$ cat config.mk
export PLATFORM = sky130hd
export DESIGN_NAME = evt_stamp_cap
export DESIGN_NICKNAME = d
export VERILOG_FILES = /design/src/rtl/evt_stamp_pkg.sv /design/src/rtl/evt_stamp_cond.sv /design/src/rtl/evt_stamp_seq.sv /design/src/rtl/evt_stamp_tbase.sv /design/src/rtl/evt_stamp_cap.sv
export SDC_FILE = /design/constraint.sdc
export NUM_CORES = 1
export LEC_CHECK = 0
export CAP_MARGIN = 20
export CORE_ASPECT_RATIO = 0.6
export CORE_MARGIN = 2
export CORE_UTILIZATION = 30
export CTS_CLUSTER_DIAMETER = 80
export CTS_CLUSTER_SIZE = 10
export DETAILED_ROUTE_END_ITERATION = 8
export GPL_TIMING_DRIVEN = 0
export PLACE_DENSITY = 0.54
export SLEW_MARGIN = 20
export SYNTH_ARGS = -nofsm -noshare
export SYNTH_HDL_FRONTEND = slang
export SYNTH_SLANG_ARGS = --single-unit
export TNS_END_PERCENT = 1
$ cat constraint.sdc
create_clock -name clk -period 9.9 [get_ports clk]
set_input_delay 2.97 -clock clk [delete_from_list [all_inputs] [get_ports clk]]
set_output_delay 2.97 -clock clk [all_outputs]
set_load 0.005 [all_outputs]
$ cat src/rtl/evt_stamp_pkg.sv
// Shared constants and the control-word layout for the timestamp capture unit.
// Assumes a data width of at least 22 bits, so that the action bits fit.
package evt_stamp_pkg;
    localparam int NUM_EVT    = 4;
    localparam int PTR_W      = 2;
    localparam int PRESC_W    = 5;
    localparam int ADDR_W     = 3;
    localparam int CTRL_W     = 19;
    localparam int REARM_BIT  = 20;
    localparam int SWSYNC_BIT = 21;

    localparam logic [ADDR_W-1:0] A_CTRL  = 3'd0;
    localparam logic [ADDR_W-1:0] A_PHASE = 3'd1;
    localparam logic [ADDR_W-1:0] A_COUNT = 3'd2;

    // Stored control fields; the packed order gives bit 0 = run, up to bits 18:14 = prescale.
    typedef struct packed {
        logic [PRESC_W-1:0] presc;
        logic [NUM_EVT-1:0] rst_en;
        logic [NUM_EVT-1:0] pol;
        logic               sync_en;
        logic               load_en;
        logic [PTR_W-1:0]   stop_wrap;
        logic               oneshot;
        logic               run;
    } ctrl_t;
endpackage

$ cat src/rtl/evt_stamp_cond.sv
// Input conditioner: a two-flop synchronizer, then an optional divide-by-2N
// prescaler, then rise/fall detection on the conditioned signal.
// Assumes cap_in is asynchronous and that presc only changes while cap_in is idle.
module evt_stamp_cond
    import evt_stamp_pkg::*;
(
    input  logic               clk,
    input  logic               rst_n,
    input  logic               cap_in,
    input  logic [PRESC_W-1:0] presc,
    output logic               rise,
    output logic               fall
);
    logic               s1, s2, s3;
    logic [PRESC_W-1:0] pcnt;
    logic               q_reg, q_prev, q_sig;
    logic               in_rise;
    logic               bypass;

    assign in_rise = s2 & ~s3;
    assign bypass  = (presc == '0);
    assign q_sig   = bypass ? s2 : q_reg;
    assign rise    = q_sig & ~q_prev;
    assign fall    = ~q_sig & q_prev;

    // Bring the asynchronous input into the clock domain.
    always_ff @(posedge clk) begin
        if (!rst_n) begin
            s1 <= 1'b0;
            s2 <= 1'b0;
            s3 <= 1'b0;
        end else begin
            s1 <= cap_in;
            s2 <= s1;
            s3 <= s2;
        end
    end

    // Toggle the divided signal once every N synchronized rising edges.
    always_ff @(posedge clk) begin
        if (!rst_n) begin
            pcnt  <= '0;
            q_reg <= 1'b0;
        end else if (bypass) begin
            pcnt  <= '0;
            q_reg <= s2;
        end else if (in_rise) begin
            if (pcnt >= presc - PRESC_W'(1)) begin
                pcnt  <= '0;
                q_reg <= ~q_reg;
            end else begin
                pcnt <= pcnt + PRESC_W'(1);
            end
        end
    end

    // Remember the previous conditioned level for edge detection.
    always_ff @(posedge clk) begin
        if (!rst_n) q_prev <= 1'b0;
        else        q_prev <= q_sig;
    end
endmodule

$ cat src/rtl/evt_stamp_seq.sv
// Event sequencer: a mod-4 pointer that applies the polarity of the current
// event, stops (one-shot) or wraps (continuous) at the stop/wrap index, and
// restarts on re-arm. Assumes rearm is a single-cycle pulse.
module evt_stamp_seq
    import evt_stamp_pkg::*;
(
    input  logic               clk,
    input  logic               rst_n,
    input  logic               rise,
    input  logic               fall,
    input  logic [NUM_EVT-1:0] pol,
    input  logic               oneshot,
    input  logic [PTR_W-1:0]   stop_wrap,
    input  logic               rearm,
    output logic               evt_valid,
    output logic [PTR_W-1:0]   evt_idx,
    output logic               frozen
);
    logic [PTR_W-1:0] ptr;
    logic             frz;
    logic             hit;

    assign hit       = pol[ptr] ? fall : rise;
    assign evt_valid = hit & ~frz;
    assign evt_idx   = ptr;
    assign frozen    = frz;

    // Advance, wrap or freeze the pointer on each accepted event.
    always_ff @(posedge clk) begin
        if (!rst_n) begin
            ptr <= '0;
            frz <= 1'b0;
        end else if (rearm) begin
            ptr <= '0;
            frz <= 1'b0;
        end else if (evt_valid) begin
            if (ptr == stop_wrap) begin
                if (oneshot) frz <= 1'b1;
                else         ptr <= '0;
            end else begin
                ptr <= ptr + PTR_W'(1);
            end
        end
    end
endmodule

$ cat src/rtl/evt_stamp_tbase.sv
// Time base: a free-running counter with phase load (highest priority),
// clear on event, and run/freeze. It pulses ovf for one cycle on rollover.
module evt_stamp_tbase #(
    parameter int CNT_W = 32
) (
    input  logic             clk,
    input  logic             rst_n,
    input  logic             run,
    input  logic             load,
    input  logic [CNT_W-1:0] phase,
    input  logic             clr,
    output logic [CNT_W-1:0] count,
    output logic             ovf
);
    // Update the count and flag the rollover from all ones.
    always_ff @(posedge clk) begin
        if (!rst_n) begin
            count <= '0;
            ovf   <= 1'b0;
        end else begin
            ovf <= 1'b0;
            if (load) begin
                count <= phase;
            end else if (clr) begin
                count <= '0;
            end else if (run) begin
                count <= count + CNT_W'(1);
                ovf   <= &count;
            end
        end
    end
endmodule

$ cat src/rtl/evt_stamp_cap.sv
// Four-event timestamp capture unit, top level. It holds the control and phase
// registers and the four capture slots, and drives the read mux and the strobes.
// Assumes CNT_W >= 22 and a single synchronous clock domain apart from cap_in.
module evt_stamp_cap
    import evt_stamp_pkg::*;
#(
    parameter int CNT_W = 32
) (
    input  logic              clk,
    input  logic              rst_n,
    input  logic              cap_in,
    input  logic              sync_in,
    input  logic              wr_en,
    input  logic [ADDR_W-1:0] wr_addr,
    input  logic [CNT_W-1:0]  wr_data,
    input  logic [ADDR_W-1:0] rd_addr,
    output logic [CNT_W-1:0]  rd_data,
    output logic [NUM_EVT-1:0] evt_strobe,
    output logic              ovf_strobe
);
    ctrl_t              ctrl_q;
    logic [CNT_W-1:0]   phase_q;
    logic [CNT_W-1:0]   cap_q [NUM_EVT];
    logic [CNT_W-1:0]   count;
    logic               rise, fall;
    logic               evt_valid;
    logic [PTR_W-1:0]   evt_idx;
    logic               frozen;
    logic               wr_ctrl, rearm, sw_sync, sync_load, clr;
    logic               unused_hi;

    assign unused_hi = &{1'b0, wr_data[CNT_W-1:SWSYNC_BIT+1], wr_data[CTRL_W]};
    assign wr_ctrl   = wr_en && (wr_addr == A_CTRL);
    assign rearm     = wr_ctrl && wr_data[REARM_BIT];
    assign sw_sync   = wr_ctrl && wr_data[SWSYNC_BIT];
    assign sync_load = ctrl_q.sync_en && (sync_in || sw_sync);
    assign clr       = evt_valid && ctrl_q.rst_en[evt_idx];

    evt_stamp_cond u_cond (
        .clk    (clk),
        .rst_n  (rst_n),
        .cap_in (cap_in),
        .presc  (ctrl_q.presc),
        .rise   (rise),
        .fall   (fall)
    );

    evt_stamp_seq u_seq (
        .clk       (clk),
        .rst_n     (rst_n),
        .rise      (rise),
        .fall      (fall),
        .pol       (ctrl_q.pol),
        .oneshot   (ctrl_q.oneshot),
        .stop_wrap (ctrl_q.stop_wrap),
        .rearm     (rearm),
        .evt_valid (evt_valid),
        .evt_idx   (evt_idx),
        .frozen    (frozen)
    );

    evt_stamp_tbase #(.CNT_W(CNT_W)) u_tbase (
        .clk   (clk),
        .rst_n (rst_n),
        .run   (ctrl_q.run),
        .load  (sync_load),
        .phase (phase_q),
        .clr   (clr),
        .count (count),
        .ovf   (ovf_strobe)
    );

    // Hold the control and phase registers written through the port.
    always_ff @(posedge clk) begin
        if (!rst_n) begin
            ctrl_q  <= '0;
            phase_q <= '0;
        end else if (wr_en) begin
            if (wr_addr == A_CTRL)  ctrl_q  <= ctrl_t'(wr_data[CTRL_W-1:0]);
            if (wr_addr == A_PHASE) phase_q <= wr_data;
        end
    end

    // Copy the pre-update count into the slot the pointer selects.
    always_ff @(posedge clk) begin
        if (!rst_n) begin
            for (int k = 0; k < NUM_EVT; k++) cap_q[k] <= '0;
        end else if (evt_valid && ctrl_q.load_en) begin
            for (int k = 0; k < NUM_EVT; k++)
                if (evt_idx == PTR_W'(k)) cap_q[k] <= count;
        end
    end

    // Pulse the strobe bit of the event that just occurred.
    always_ff @(posedge clk) begin
        if (!rst_n)         evt_strobe <= '0;
        else if (evt_valid) evt_strobe <= NUM_EVT'(1) << evt_idx;
        else                evt_strobe <= '0;
    end

    // Select register contents for the read port.
    always_comb begin
        rd_data = '0;
        case (rd_addr)
            A_CTRL:  rd_data[CTRL_W-1:0] = ctrl_q;
            A_PHASE: rd_data = phase_q;
            A_COUNT: rd_data = count;
            default: if (rd_addr[2]) rd_data = cap_q[rd_addr[1:0]];
        endcase
    end
endmodule

Word level (Yosys, flattened, before mapping)
Memory sizes are Yosys's and may differ from the RTL's. Cells that the tools add are included.

$add $sub $neg: 4. Magnitude comparators: 2. Equal/unequal tests: 8. Shift operators: 1. Mux-type cells: 39. Bitwise logic cells: 15. Reduce and logical (&&, ||, !) cells: 24.

Operators with widths (count): $mux W32 (8); $pmux W19 S3 (1); $pmux W13 S3 (1); $add A32 B1 Y32 const B (1); $reduce_and A32 Y1 (1); $mux W1 (24); $reduce_and A2 Y1 (5); $not A1 Y1 (7); $eq A3 B1 Y1 const B (2); $logic_and A1 B1 Y1 (6); $logic_not A3 Y1 (2); $add A5 B1 Y5 const B (1); $ge A5 B5 Y1 (1); $logic_not A5 Y1 (1); $mux W5 (1); $sub A5 B1 Y5 const B (1); $and A1 B1 Y1 (4); $bmux W1 S2 (2); $eq A2 B2 Y1 const B (2); $mux W2 (2); $or A1 B1 Y1 (4); $reduce_bool A2 Y1 (2); $reduce_or A2 Y1 (2); $reduce_or A4 Y1 (1); other kinds (11) (11).

Register bits: 101. Memory bits (writable): 128. Bits of input ports: 43. Output and inout bits: 37. Logic and storage cells: 114. Memories kept: 1.

Memories: cap_q (words 4, bits a word 32, rd ports 1, clocked after Yosys merged registers in 0, write ports 4, line evt_stamp_cap.sv:23) `logic [CNT_W-1:0] cap_q [NUM_EVT];`.

Logic depth before layout (Yosys ltp)
Depth after elaboration: 11. Mapped depth: 10. Depth with buffers taken out: 10.

Hierarchy
A second synthesis with hierarchy kept.

Cell total of the unflattened synthesis: 1079. Area, all modules: 11503.5 µm².

By module, submodules not included: evt_stamp_cap (instances 1, cells an instance 704, area each 8490.6 µm², seq. area each 4944.7 µm²); evt_stamp_tbase (instances 1, cells an instance 290, area each 2213.4 µm², seq. area each 660.6 µm²); evt_stamp_cond (instances 1, cells an instance 63, area each 583.1 µm², seq. area each 200.2 µm²); evt_stamp_seq (instances 1, cells an instance 22, area each 216.5 µm², seq. area each 60.1 µm²).

Worst setup path after synthesis
No wires, ideal clock.

Kind: input to output. Start point: input port rd_addr[0]. End point: output port rd_data[17]. Data arrival time: 4.745 ns. Data required time: 6.930 ns. Setup slack: 2.185 ns. Cell stages on the path: 7. Path buffers: 4. Cell sequence: clkbuf_1 > buf_1 > clkbuf_1 > clkbuf_1 > nor2_1 > a211oi_1 > a21oi_1.

Word-level cells in the longest chain between the ends: 3. Elaborated cells on any way between the ends: 6. Classes of those cells: eq/ne (2); mux (2); reduce/logical (1); memory (1).

Ends and longest elaborated chain: start: declaration (line evt_stamp_cap.sv:16) `input logic [ADDR_W-1:0] rd_addr,`; $mem_v2 Z4 W32; $mux W32 (line evt_stamp_cap.sv:108) `default: if (rd_addr[2]) rd_data = cap_q[rd_addr[1:0]];`; $pmux W19 S3 * (line evt_stamp_cap.sv:104) `case (rd_addr)`; end: declaration (line evt_stamp_cap.sv:17) `output logic [CNT_W-1:0] rd_data,`.

Mark *: on every way between the ends. The rest lies on a longest branch, timed or not.

Final worst setup path
Start point: input port rd_addr[0]. End point: output port rd_data[13].

Same word-level chain as after synthesis.

==> impl_results.md <==
* Top Ports at 80
* Highest clock rate at 106 MHz
* Detailed placement HPWL at 27.8 mm
* Final worst slack at 0.455 ns
* Seq/Total Area, Yosys at 52.1%
* Leak Pwr at 0.00452 uW
* Num CTS Buffers at 26
* Hold_ws at 0.432 ns
* Die width at 254 um
* Sequential cell area at 5870 sq um
* Switching Share at 23.6%
* Final min period at 9.45 ns
* Port Buffers at 75
* Total of max-cap violations at 0
* DRT antenna net count at 0
* Hold_buf cts at 0
* Reg clk slew, reported paths at 0.05 ns
* Most frequent cell after synthesis: nand2_1
* Critical path's slowest cell: a211oi_1
* Inst Count DP at 1705
* CP Launch Type: input port
* Setup bufs post-CTS at 0
* Most flop-heavy register: cap_q
* Commonest cells post-synth: 194 x nand2_1, 151 x nor2_1, 128 x edfxtp_1, 101 x dfxtp_1, 61 x clkbuf_1
* Synth Area in XOR/XNOR at 1.79%
* Most used DFF post-synth: edfxtp_1
* Total power at 2100 uW
* Initial antenna violation count at 0
* Synthesized cell area at 11300 sq um
* Die area at 39100 sq um
* Multiplexer share of the synthesized area at 9.39%
* Num rows at 54
* Clock power frac at 42.1%
* H-tree depth at 1
* Switching pwr at 494 uW
* Remaining DRCs at 0
* Final setup viols at 0
* Synth top area cells: edfxtp_1 34%, dfxtp_1 18%, mux4_2 6.6%
* Critical path's most frequent cell: clkbuf_1
* Ant diodes at 0
* Final Max Tran Viols at 0
* Crit-path max cell delay at 0.81 ns
* Post-Route WL at 37.8 mm
* Post-Synthesis Cells at 1122
* CP Capture Type: output pin
* Fin crit share at 95.4%
* Critical path peak fanout at 10
* Synth Area in Adders at 1.33%
* Worst vdd ir at 0.127 mV
* Area added between synthesis and finish at 19.8%
* Root buffer cell: clkbuf_16
* Fin Setup TNS at 0 ns
* Initial drt markers at 1033
* Pwr per Cell Area at 155 nW/um^2
* Worst-Skew Late Latency at 0.54 ns
* Fill cells at 3738
* Gpl congestion at 0.926
* Clock skew at 0.0127 ns
* Share of cells above drive strength 1 at 8.51%
* Internal power at 1600 uW
* Pre-antenna DRT Iters at 5
* Fin nets at 1284
* Gate power share at 8.3%
* Largest net degree at the start of global routing at 26
* Post-Synth Simple-Gate Area at 19.3%
* Yosys reg bits at 229
* CTS sink cnt at 229
* Initial cell density of the core at 30.7%
* Total GRT Usage at 19.5%
* WL/cell at 21.6 um
* Core Box Area at 36600 sq um
* Worst path required time at 6.93 ns
* Setup CP Type: in2out
* Async SR Flop Fraction at 0%
* First-pass GRT wire length at 56.9 mm
* Global route total overflow at 0
* Total number of vias at 9052
* Clock tree buffer depth at 3
* Leading area contributor after synthesis: edfxtp_1
* Data arrival, critical path at 6.48 ns
* Synth Net Count at 1177
* Multi-input logic area at 4930 sq um
* Non-Filler Instances at 1749
* Ys Warns at 0
* Count of cell types in the netlist at 56
* Synth Area in Compound Gates at 11.8%
* Top flop regs: cap_q x128, phase_q x32, u_tbase.count x32
* Top cell type's share of synthesized area at 34.2%
* CTS tree: built
* Chip height at 154 um
* Vias per inst at 5.18
* Max FFs per register at 128
* RSZ-0062 raised after global routing: false
* Sequential share of power at 49.6%
* Post-CTS Resized at 0
* Outcome: finished clean
* Rel. slew slack at 31.1%
* Pre-CTS setup slack at 0.228 ns
* Largest family of logic cells by synthesized area: simple AND/OR/NAND/NOR gates
* Post-synth EDFFs at 128
* Hold Fails Final Rpt at 0
* Cell Chain, Critical Path: clkbuf_1 > clkbuf_2 > clkbuf_1 > clkbuf_1 > nor2_1 > a211oi_1 > a21oi_1 > clkdlybuf4s50_1
* Vias in the first global route at 8642
* Syn Area/Cell at 10.0 sq um
* Worst-Margin Slew at 1.03 ns
* Worst Hold Class: reg2reg
==> stage by stage <==
step	cell area, sq um	util (%)
finish	13500	36.8
global route	13500	36.8
CTS	13500	36.8
detailed placement	12700	34.8
global placement	12600	34.5
floorplan	11300	-
==> critical path: cells and delay by family <==
family	cells	cell delay, ns
buffers and inverters	5	2.52
AOI/OAI and AO/OA	2	0.88
and+or+nand+nor	1	0.10
==> cell families (layout without fill, tap and decap cells) <==
family	count (synthesis)	after routing
XOR/XNOR	23	23
adder cells (fa/ha/maj)	12	12
flip-flops	229	229
AO/OA/AOI/OAI	195	195
buffers and inverters	116	239
multiplexers	63	63
AND/OR/NAND/NOR	484	484
==> path summary, 6_finish.rpt <==
| kind | start | endpoint | slack [ns] | cells after the start |
|---|---|---|---|---|
| setup / recovery | rd_addr[0] | rd_data[13] | 0.45 | 8 |
| hold / removal | u_cond.s1$_SDFF_PN0_ | u_cond.s2$_SDFF_PN0_ | 0.43 | 1 |
| setup reg to reg | u_seq.evt_idx[0]$_SDFFE_PP0P_ | cap_q[0][15]$_SDFFCE_PN0P_ | 6.02 | 9 |
| hold reg to reg | u_cond.s1$_SDFF_PN0_ | u_cond.s2$_SDFF_PN0_ | 0.43 | 1 |
==> layout by cell type (no fill, tap or decap), types with 4 or more instances in the layout <==
cell type / n
a21boi_0: 51
nor2_1: 151
nor3_1: 17
nor2b_1: 4
a22o_1: 8
and2_1: 46
xor2_1: 14
mux2i_1: 25
o21ai_0: 27
clkdlybuf4s50_1: 75
a22oi_1: 20
inv_1: 30
xnor2_1: 9
or2_2: 4
buf_2: 13
dfxtp_1: 101
ha_1: 12
a21oi_1: 41
and4_1: 9
nand3_1: 18
nor4_1: 5
clkbuf_1: 78
clkbuf_16: 27
a31oi_1: 7
nand2_1: 191
edfxtp_1: 128
a211oi_1: 20
nand2b_1: 4
and3_1: 5
nand4_1: 16
buf_1: 7
mux4_2: 33
==> layer usage <==
| layer | up-vias | GRT usage (%) | part of all wire (%) |
|---|---|---|---|
| li1 | 4174 | - | - |
| met1 | 4421 | 31.3 | 49 |
| met2 | 418 | 26.4 | 39 |
| met3 | 39 | 4.64 | 11 |
| met4 | 0 | 2.86 | 1.3 |
| met5 | - | 0 | 0 |
==> power by group through the flow <==
stage	registers (uW)	logic, uW	clock network (uW)
after detailed placement	1060	174	0
after global placement	1060	169	0
after floorplan	1050	88.6	0
final	1040	175	882
after global routing	1040	188	935
after CTS	1040	175	894
==> cell type report <==
cell class / instances / area share (%)
Sequential cell: 229 / 43.5
Multi-Input combinational cell: 777 / 36.6
Timing Repair Buffer: 79 / 6.22
Clock buffer: 44 / 5.48
Tap cell: 504 / 4.68
Buffer: 86 / 2.72
Inverter: 30 / 0.835
(Power assumes the default switching activity.)
